$ cat src/rtl/bsp_pkg.sv
package bsp_pkg;

  localparam int LANES  = 2;
  localparam int BYTE_W = 8;

  typedef enum logic [1:0] {
    BUS_IDLE = 2'd0,
    BUS_T1   = 2'd1,
    BUS_T2   = 2'd2
  } bus_state_e;

  // operand length in bytes from the size code
  function automatic logic [2:0] size_to_bytes(input logic [1:0] sz);
    case (sz)
      2'd0:    return 3'd1;
      2'd1:    return 3'd2;
      default: return 3'd4;
    endcase
  endfunction

  // number of 16-bit words touched by the byte span [a0, a0+nb-1]
  function automatic logic [1:0] cycles_for(input logic a0, input logic [2:0] nb);
    logic [3:0] last_off;
    last_off = {3'b000, a0} + {1'b0, nb} - 4'd1;
    return last_off[2:1] + 2'd1;
  endfunction

  // does lane 'hi' of bus cycle k carry a byte of the operand
  function automatic logic lane_hit(input logic [1:0] k, input logic hi,
                                    input logic a0, input logic [2:0] nb);
    logic [3:0] pos;
    logic [3:0] off;
    pos = {1'b0, k, hi};
    off = pos - {3'b000, a0};
    return (pos >= {3'b000, a0}) && (off < {1'b0, nb});
  endfunction

  // operand byte index carried by lane 'hi' of bus cycle k
  function automatic logic [1:0] lane_byte(input logic [1:0] k, input logic hi,
                                           input logic a0);
    logic [3:0] off;
    off = {1'b0, k, hi} - {3'b000, a0};
    return off[1:0];
  endfunction

endpackage

$ cat src/rtl/bsp_planner.sv
module bsp_planner
  import bsp_pkg::*;
#(
  parameter int ADDR_W = 24
) (
  input  logic [ADDR_W-1:0]          base_addr,
  input  logic [2:0]                 nbytes,
  input  logic [1:0]                 cyc_idx,
  input  logic [4*BYTE_W-1:0]        wdata,
  output logic [ADDR_W-2:0]          word_addr,
  output logic [LANES-1:0]           lane_en,
  output logic [LANES-1:0][1:0]      lane_idx,
  output logic [LANES*BYTE_W-1:0]    lane_wdata
);

  localparam int WA = ADDR_W - 1;

  // consecutive cycles walk consecutive words; wraps naturally at WA bits
  assign word_addr = base_addr[ADDR_W-1:1] + WA'(cyc_idx);

  for (genvar l = 0; l < LANES; l++) begin : g_lane
    assign lane_en[l]  = lane_hit(cyc_idx, 1'(l), base_addr[0], nbytes);
    assign lane_idx[l] = lane_byte(cyc_idx, 1'(l), base_addr[0]);
    assign lane_wdata[l*BYTE_W +: BYTE_W] =
      lane_en[l] ? wdata[{lane_idx[l], 3'b000} +: BYTE_W] : '0;
  end

endmodule

$ cat src/rtl/bsp_sequencer.sv
module bsp_sequencer
  import bsp_pkg::*;
(
  input  logic       clk,
  input  logic       rst,
  input  logic       start,
  input  logic       rdy_n,
  input  logic [1:0] ncyc,
  output bus_state_e state,
  output logic [1:0] cyc_idx,
  output logic       cycle_end,
  output logic       last_end
);

  bus_state_e state_q;
  logic [1:0] idx_q;

  assign state     = state_q;
  assign cyc_idx   = idx_q;
  // ready is only looked at from the second state of a cycle on
  assign cycle_end = (state_q == BUS_T2) && !rdy_n;
  assign last_end  = cycle_end && (idx_q == ncyc - 2'd1);

  always_ff @(posedge clk) begin
    if (rst) begin
      state_q <= BUS_IDLE;
      idx_q   <= '0;
    end else begin
      case (state_q)
        BUS_IDLE: begin
          idx_q <= '0;
          if (start) state_q <= BUS_T1;
        end
        BUS_T1: state_q <= BUS_T2;
        BUS_T2: begin
          if (last_end) begin
            state_q <= BUS_IDLE;
            idx_q   <= '0;
          end else if (cycle_end) begin
            state_q <= BUS_T1;
            idx_q   <= idx_q + 2'd1;
          end
        end
        default: state_q <= BUS_IDLE;
      endcase
    end
  end

endmodule

$ cat src/rtl/bsp_assembler.sv
module bsp_assembler
  import bsp_pkg::*;
(
  input  logic                     clk,
  input  logic                     rst,
  input  logic                     clear,
  input  logic                     capture,
  input  logic [LANES-1:0]         lane_en,
  input  logic [LANES-1:0][1:0]    lane_idx,
  input  logic [LANES*BYTE_W-1:0]  din,
  output logic [4*BYTE_W-1:0]      rdata
);

  always_ff @(posedge clk) begin
    if (rst || clear) begin
      rdata <= '0;
    end else if (capture) begin
      for (int l = 0; l < LANES; l++) begin
        if (lane_en[l])
          rdata[{lane_idx[l], 3'b000} +: BYTE_W] <= din[l*BYTE_W +: BYTE_W];
      end
    end
  end

endmodule

$ cat src/rtl/bsp_bus_splitter.sv
module bsp_bus_splitter
  import bsp_pkg::*;
#(
  parameter int ADDR_W = 24
) (
  input  logic              clk,
  input  logic              rst,
  input  logic              req_valid,
  output logic              req_ready,
  input  logic [ADDR_W-1:0] req_addr,
  input  logic [1:0]        req_size,
  input  logic              req_write,
  input  logic              req_mem,
  input  logic              req_data,
  input  logic [31:0]       req_wdata,
  output logic              done,
  output logic [31:0]       rdata,
  output logic [ADDR_W-2:0] bus_addr,
  output logic              bus_strobe_n,
  output logic              hi_lane_n,
  output logic              lo_lane_n,
  output logic              bus_write,
  output logic              bus_data_cyc,
  output logic              bus_mem,
  output logic              bus_locked_n,
  output logic              bus_grant,
  output logic [15:0]       bus_dout,
  output logic              bus_dout_en,
  input  logic [15:0]       bus_din,
  input  logic              bus_rdy_n
);

  // latched request
  logic [ADDR_W-1:0] q_addr;
  logic [2:0]        q_nbytes;
  logic              q_write, q_mem, q_data;
  logic [31:0]       q_wdata;

  // internal events, named for the checker
  bus_state_e        state;
  logic [1:0]        cyc_idx;
  logic [1:0]        ncyc;
  logic              start;
  logic              cycle_end;
  logic              last_end;
  logic              bus_active;
  logic              bus_t2;
  logic              force_idle;

  logic [ADDR_W-2:0]        word_addr;
  logic [LANES-1:0]         lane_en;
  logic [LANES-1:0][1:0]    lane_idx;
  logic [LANES*BYTE_W-1:0]  lane_wdata;

  assign req_ready  = !rst && (state == BUS_IDLE);
  assign start      = req_valid && req_ready;
  assign ncyc       = cycles_for(q_addr[0], q_nbytes);
  assign bus_active = (state != BUS_IDLE);
  assign bus_t2     = (state == BUS_T2);
  assign force_idle = rst || !bus_active;

  always_ff @(posedge clk) begin
    if (rst) begin
      q_addr   <= '0;
      q_nbytes <= 3'd1;
      q_write  <= 1'b0;
      q_mem    <= 1'b0;
      q_data   <= 1'b1;
      q_wdata  <= '0;
    end else if (start) begin
      q_addr   <= req_addr;
      q_nbytes <= size_to_bytes(req_size);
      q_write  <= req_write;
      q_mem    <= req_mem;
      q_data   <= req_data;
      q_wdata  <= req_wdata;
    end
  end

  bsp_sequencer u_seq (
    .clk       (clk),
    .rst       (rst),
    .start     (start),
    .rdy_n     (bus_rdy_n),
    .ncyc      (ncyc),
    .state     (state),
    .cyc_idx   (cyc_idx),
    .cycle_end (cycle_end),
    .last_end  (last_end)
  );

  bsp_planner #(.ADDR_W(ADDR_W)) u_plan (
    .base_addr  (q_addr),
    .nbytes     (q_nbytes),
    .cyc_idx    (cyc_idx),
    .wdata      (q_wdata),
    .word_addr  (word_addr),
    .lane_en    (lane_en),
    .lane_idx   (lane_idx),
    .lane_wdata (lane_wdata)
  );

  bsp_assembler u_asm (
    .clk      (clk),
    .rst      (rst),
    .clear    (start),
    .capture  (cycle_end && !q_write),
    .lane_en  (lane_en),
    .lane_idx (lane_idx),
    .din      (bus_din),
    .rdata    (rdata)
  );

  always_ff @(posedge clk) begin
    if (rst) done <= 1'b0;
    else     done <= last_end;
  end

  // bus pins: idle pattern whenever nothing is in flight
  assign bus_addr     = force_idle ? '1   : word_addr;
  assign bus_strobe_n = rst || (state != BUS_T1);
  assign hi_lane_n    = force_idle ? 1'b0 : !lane_en[1];
  assign lo_lane_n    = force_idle ? 1'b0 : !lane_en[0];
  assign bus_write    = force_idle ? 1'b0 : q_write;
  assign bus_data_cyc = force_idle ? 1'b1 : q_data;
  assign bus_mem      = force_idle ? 1'b0 : q_mem;
  assign bus_locked_n = 1'b1;
  assign bus_grant    = 1'b0;
  assign bus_dout     = lane_wdata;
  assign bus_dout_en  = !force_idle && q_write;

endmodule

$ cat config.mk
export PLATFORM = sky130hd
export DESIGN_NAME = bsp_bus_splitter
export DESIGN_NICKNAME = d
export VERILOG_FILES = /design/src/rtl/bsp_pkg.sv /design/src/rtl/bsp_planner.sv /design/src/rtl/bsp_sequencer.sv /design/src/rtl/bsp_assembler.sv /design/src/rtl/bsp_bus_splitter.sv
export SDC_FILE = /design/constraint.sdc
export NUM_CORES = 1
export LEC_CHECK = 0
export BUFFER_PORTS_ARGS = -buffer_cell sky130_fd_sc_hd__clkbuf_2
export CORE_MARGIN = 4
export CORE_UTILIZATION = 30
export CTS_CLUSTER_DIAMETER = 60
export DETAILED_ROUTE_END_ITERATION = 6
export GPL_TIMING_DRIVEN = 0
export PLACE_DENSITY_LB_ADDON = 0.12
export SLEW_MARGIN = 10
export SYNTH_ARGS = -nofsm -noshare
export SYNTH_HDL_FRONTEND = slang
export SYNTH_SLANG_ARGS = --single-unit
$ cat constraint.sdc
create_clock -name clk -period 9.64 [get_ports clk]
set_clock_uncertainty 0.05 [all_clocks]
set_input_delay 1.446 -clock clk [delete_from_list [all_inputs] [get_ports clk]]
set_output_delay 1.446 -clock clk [all_outputs]
set_load 0.02 [all_outputs]
==> reports/qor.txt <==
CTS tree -> yes
Clk pin slew, worst setup/hold paths -> 0.07 ns
Layout Nets -> 988
Cell Area, Synth -> 5840 um^2
Clock Root Buffer -> clkbuf_16
Placer Congestion -> 0.833
Combinational Power Share -> 21.4%
Crit Path Category -> register to output port
DRC viols -> 0
P_sw -> 0.000334 W
Detailed Routing Iterations Pass 1 -> 5
instance count on the critical path -> 12
Slew HR -> 28.8%
core area -> 19000 um^2
peak supply drop -> 0.0800 mV
Static Leak -> 2.69 nW
hold path startpoint -> q_mem$_SDFFE_PP0P_
Die ar. -> 21800 um^2
CP Buf/Inv Count -> 5
gr usage total -> 18.4%
Tcrit/Tclk final -> 62.6%
critical path data required time -> 8.14 ns
initial antenna violation count -> 0
Fill cells -> 2034
I/O pin cnt -> 163
R2R Path End -> u_asm.rdata[23]$_SDFFE_PP0P_
Netlist cell types -> 51
crit path capture -> lo_lane_n
CP top delay family -> buffers and inverters
largest net degree at the start of global routing -> 17
Syn. warnings -> 0
CTS Hold Bufs -> 0
final slew viol count -> 0
RSZ-0062 raised after global routing -> false
Clock power frac -> 35.9%
largest family of logic cells by synthesized area -> simple AND/OR/NAND/NOR gates
n_diodes -> 0
status -> completed
Critical Path Most Common Cell -> ha_1
DR WL/cell -> 17.6 um
post-DP HPWL -> 15200 um
critical path startpoint category -> register
most frequent cells after synthesis -> 121 x nand2_1, 99 x dfxtp_1, 88 x o21ai_0
Post-Syn Nets -> 817
Post-Synthesis Cells -> 719
first-pass GRT wire length -> 31900 um
R2R depth -> 12
top-area cell type share of the netlist area -> 33.9%
multiplexer share of the synthesized area -> 6.17%
top_reg_cell synth -> dfxtp_1
post-synthesis compound-gate area fraction -> 22.0%
most frequent cell after synthesis -> nand2_1
Post-DRT Antenna Nets -> 0
clock buffer depth -> 2
Layout area overhead -> 24.5%
cts bufs inserted -> 9
max_cap viols -> 0
final core occ -> 38.4%
vias in the first global route -> 5676
Starting DRT DRC Count -> 348
Post-Syn Area per Cell -> 8.12 um^2
clk sinks -> 99
Hold Path Class -> register to register
overall routed net length -> 20300 um
crit path time final -> 6.03 ns
Setup TNS -> 0 ns
Die X -> 148 um
Worst path max stage delay -> 0.60 ns
share of cells above drive strength 1 -> 24.3%
FP Rows -> 50
Flop pwr share -> 42.7%
H-tree depth -> 3
worst r2r src -> u_seq.cyc_idx[0]$_SDFFE_PP0P_
crit path capture type -> output port
pwr dens -> 146 nW/um^2
switching power share of the total -> 31.5%
xor/xnor share of the synthesized area -> 3.30%
fmax -> 166 MHz
GRT overflow -> 0
Seq/Total Area, Yosys -> 33.9%
DP Area -> 6970 um^2
vias after detailed routing -> 5856
area share of fa/ha/maj cells after synthesis -> 3.77%
cts repair resizes -> 0
IO Port Bufs -> 160
Simple-Gate Fraction of Synth Area -> 25.5%
CP max-delay cell -> buf_1
FF+latch count, synth -> 99
worst skew pair latency -> 0.36 ns
vias per inst -> 5.07
ys async rst share -> 0%
Cell Int Power -> 0.000726 W
final hold violations -> 0
count of final setup violators -> 0
Worst-Margin Slew -> 1.06 ns
critical path, cell by cell -> buf_1 -> inv_1 -> ha_1 -> ha_1 -> inv_1 -> ha_1 -> o21a_1 -> a221oi_4 -> clkbuf_1 -> nand2_1 -> and2_1 -> clkbuf_2
Initial Utilization -> 30.8%
final non-filler cell area -> 7270 um^2
synth top area cells -> dfxtp_1 34%, nand2_1 7.8%, nand2b_1 7.6%
Post-CTS Setup Inserts -> 0
Reg2Reg Setup Slack -> 5.28 ns
Worst Path Arrival -> 4.53 ns
Die Y -> 148 um
EDFF count, synth -> 0
Setup crit start -> u_seq.cyc_idx[0]$_SDFFE_PP0P_
CP Max Fanout -> 10
post-synth top area cell -> dfxtp_1
## cell families after synthesis
group,Yosys count
compound gates,198
fa+ha+maj,17
buf+inv,73
flops,99
simple gates,292
xor+xnor,22
mux,16
other cells,2
## final cells by class
| type | count | area (um^2) | area share [%] |
|---|---|---|---|
| Inverter | 17 | 63.8 | 0.877 |
| Timing Repair Buffer | 160 | 801 | 11.0 |
| Multi-Input combinational cell | 547 | 3560 | 49.0 |
| Sequential cell | 99 | 1980 | 27.2 |
| Clock buffer | 10 | 239 | 3.29 |
| Clock inverter | 5 | 61.3 | 0.843 |
| Tap cell | 260 | 325 | 4.47 |
| Buffer | 56 | 238 | 3.27 |
## power groups by stage
stage / sequential [W] / combinational (W) / clock [W]
finish: 0.000453 / 0.000226 / 0.000380
global route: 0.000456 / 0.000250 / 0.000405
CTS: 0.000453 / 0.000227 / 0.000389
detailed placement: 0.000462 / 0.000227 / 0
global placement: 0.000462 / 0.000227 / 0
floorplan: 0.000456 / 0.000145 / 0
## metal layers
layer / global-route usage [%] / wire length (um) / vias up
li1: - / - / 2910
met5: 0 / 0 / -
met1: 25.6 / 9710 / 2739
met3: 4.41 / 1230 / 20
met4: 4.57 / 249 / 0
met2: 28.9 / 9110 / 187
## sequential cells by signal (all words and copies together) (netlist names)
signal,flops
u_asm.rdata,32
u_seq.state,2
u_seq.cyc_idx,2
q_wdata,32
done,1
q_addr,24
q_mem,1
q_data,1
q_write,1
q_nbytes,3
## how the worst min path moves through the flow
stage | cells after the start | slack, ns | endpoint
3_5_place_dp | 2 | 0.42 | q_nbytes[1]$_SDFFE_PP0P_
5_1_grt | 2 | 0.45 | q_nbytes[1]$_SDFFE_PP0P_
4_1_cts | 2 | 0.43 | q_mem$_SDFFE_PP0P_
3_3_place_gp | 2 | 0.41 | q_nbytes[1]$_SDFFE_PP0P_
6_report | 2 | 0.42 | q_mem$_SDFFE_PP0P_
2_1_floorplan | 2 | 0.39 | q_mem$_SDFFE_PP0P_
## worst min-delay path, stage by stage, from the launching register on
cell and delay, ns:
dfxtp_1 0.31, nand2b_1 0.06, o21ai_0 0.06
## through the flow
| step | total power [W] | setup slack, ns | hold WS, ns | instances |
|---|---|---|---|---|
| after global routing | 0.00111 | 3.27 | 0.447 | 1154 |
| final | 0.00106 | 3.61 | 0.423 | 1154 |
| after detailed placement | 0.000688 | 3.98 | 0.415 | 1139 |
| after floorplan | 0.000601 | 5.20 | 0.395 | 719 |
| after CTS | 0.00107 | 3.58 | 0.428 | 1154 |
| after global placement | 0.000688 | 3.94 | 0.411 | 1139 |
## layout by cell type, fill, tap and decap left out, drive strengths merged, types with 16 or more instances in the layout
| cell type | n |
|---|---|
| a21oi | 16 |
| a31oi | 18 |
| inv | 18 |
| o22ai | 23 |
| buf | 17 |
| nand2b | 71 |
| nand3 | 18 |
| a211oi | 17 |
| ha | 16 |
| nor2 | 20 |
| nand2 | 121 |
| o21ai | 88 |
| dfxtp | 99 |
| mux4 | 16 |
| clkbuf | 209 |
(Power assumes the default switching activity.)
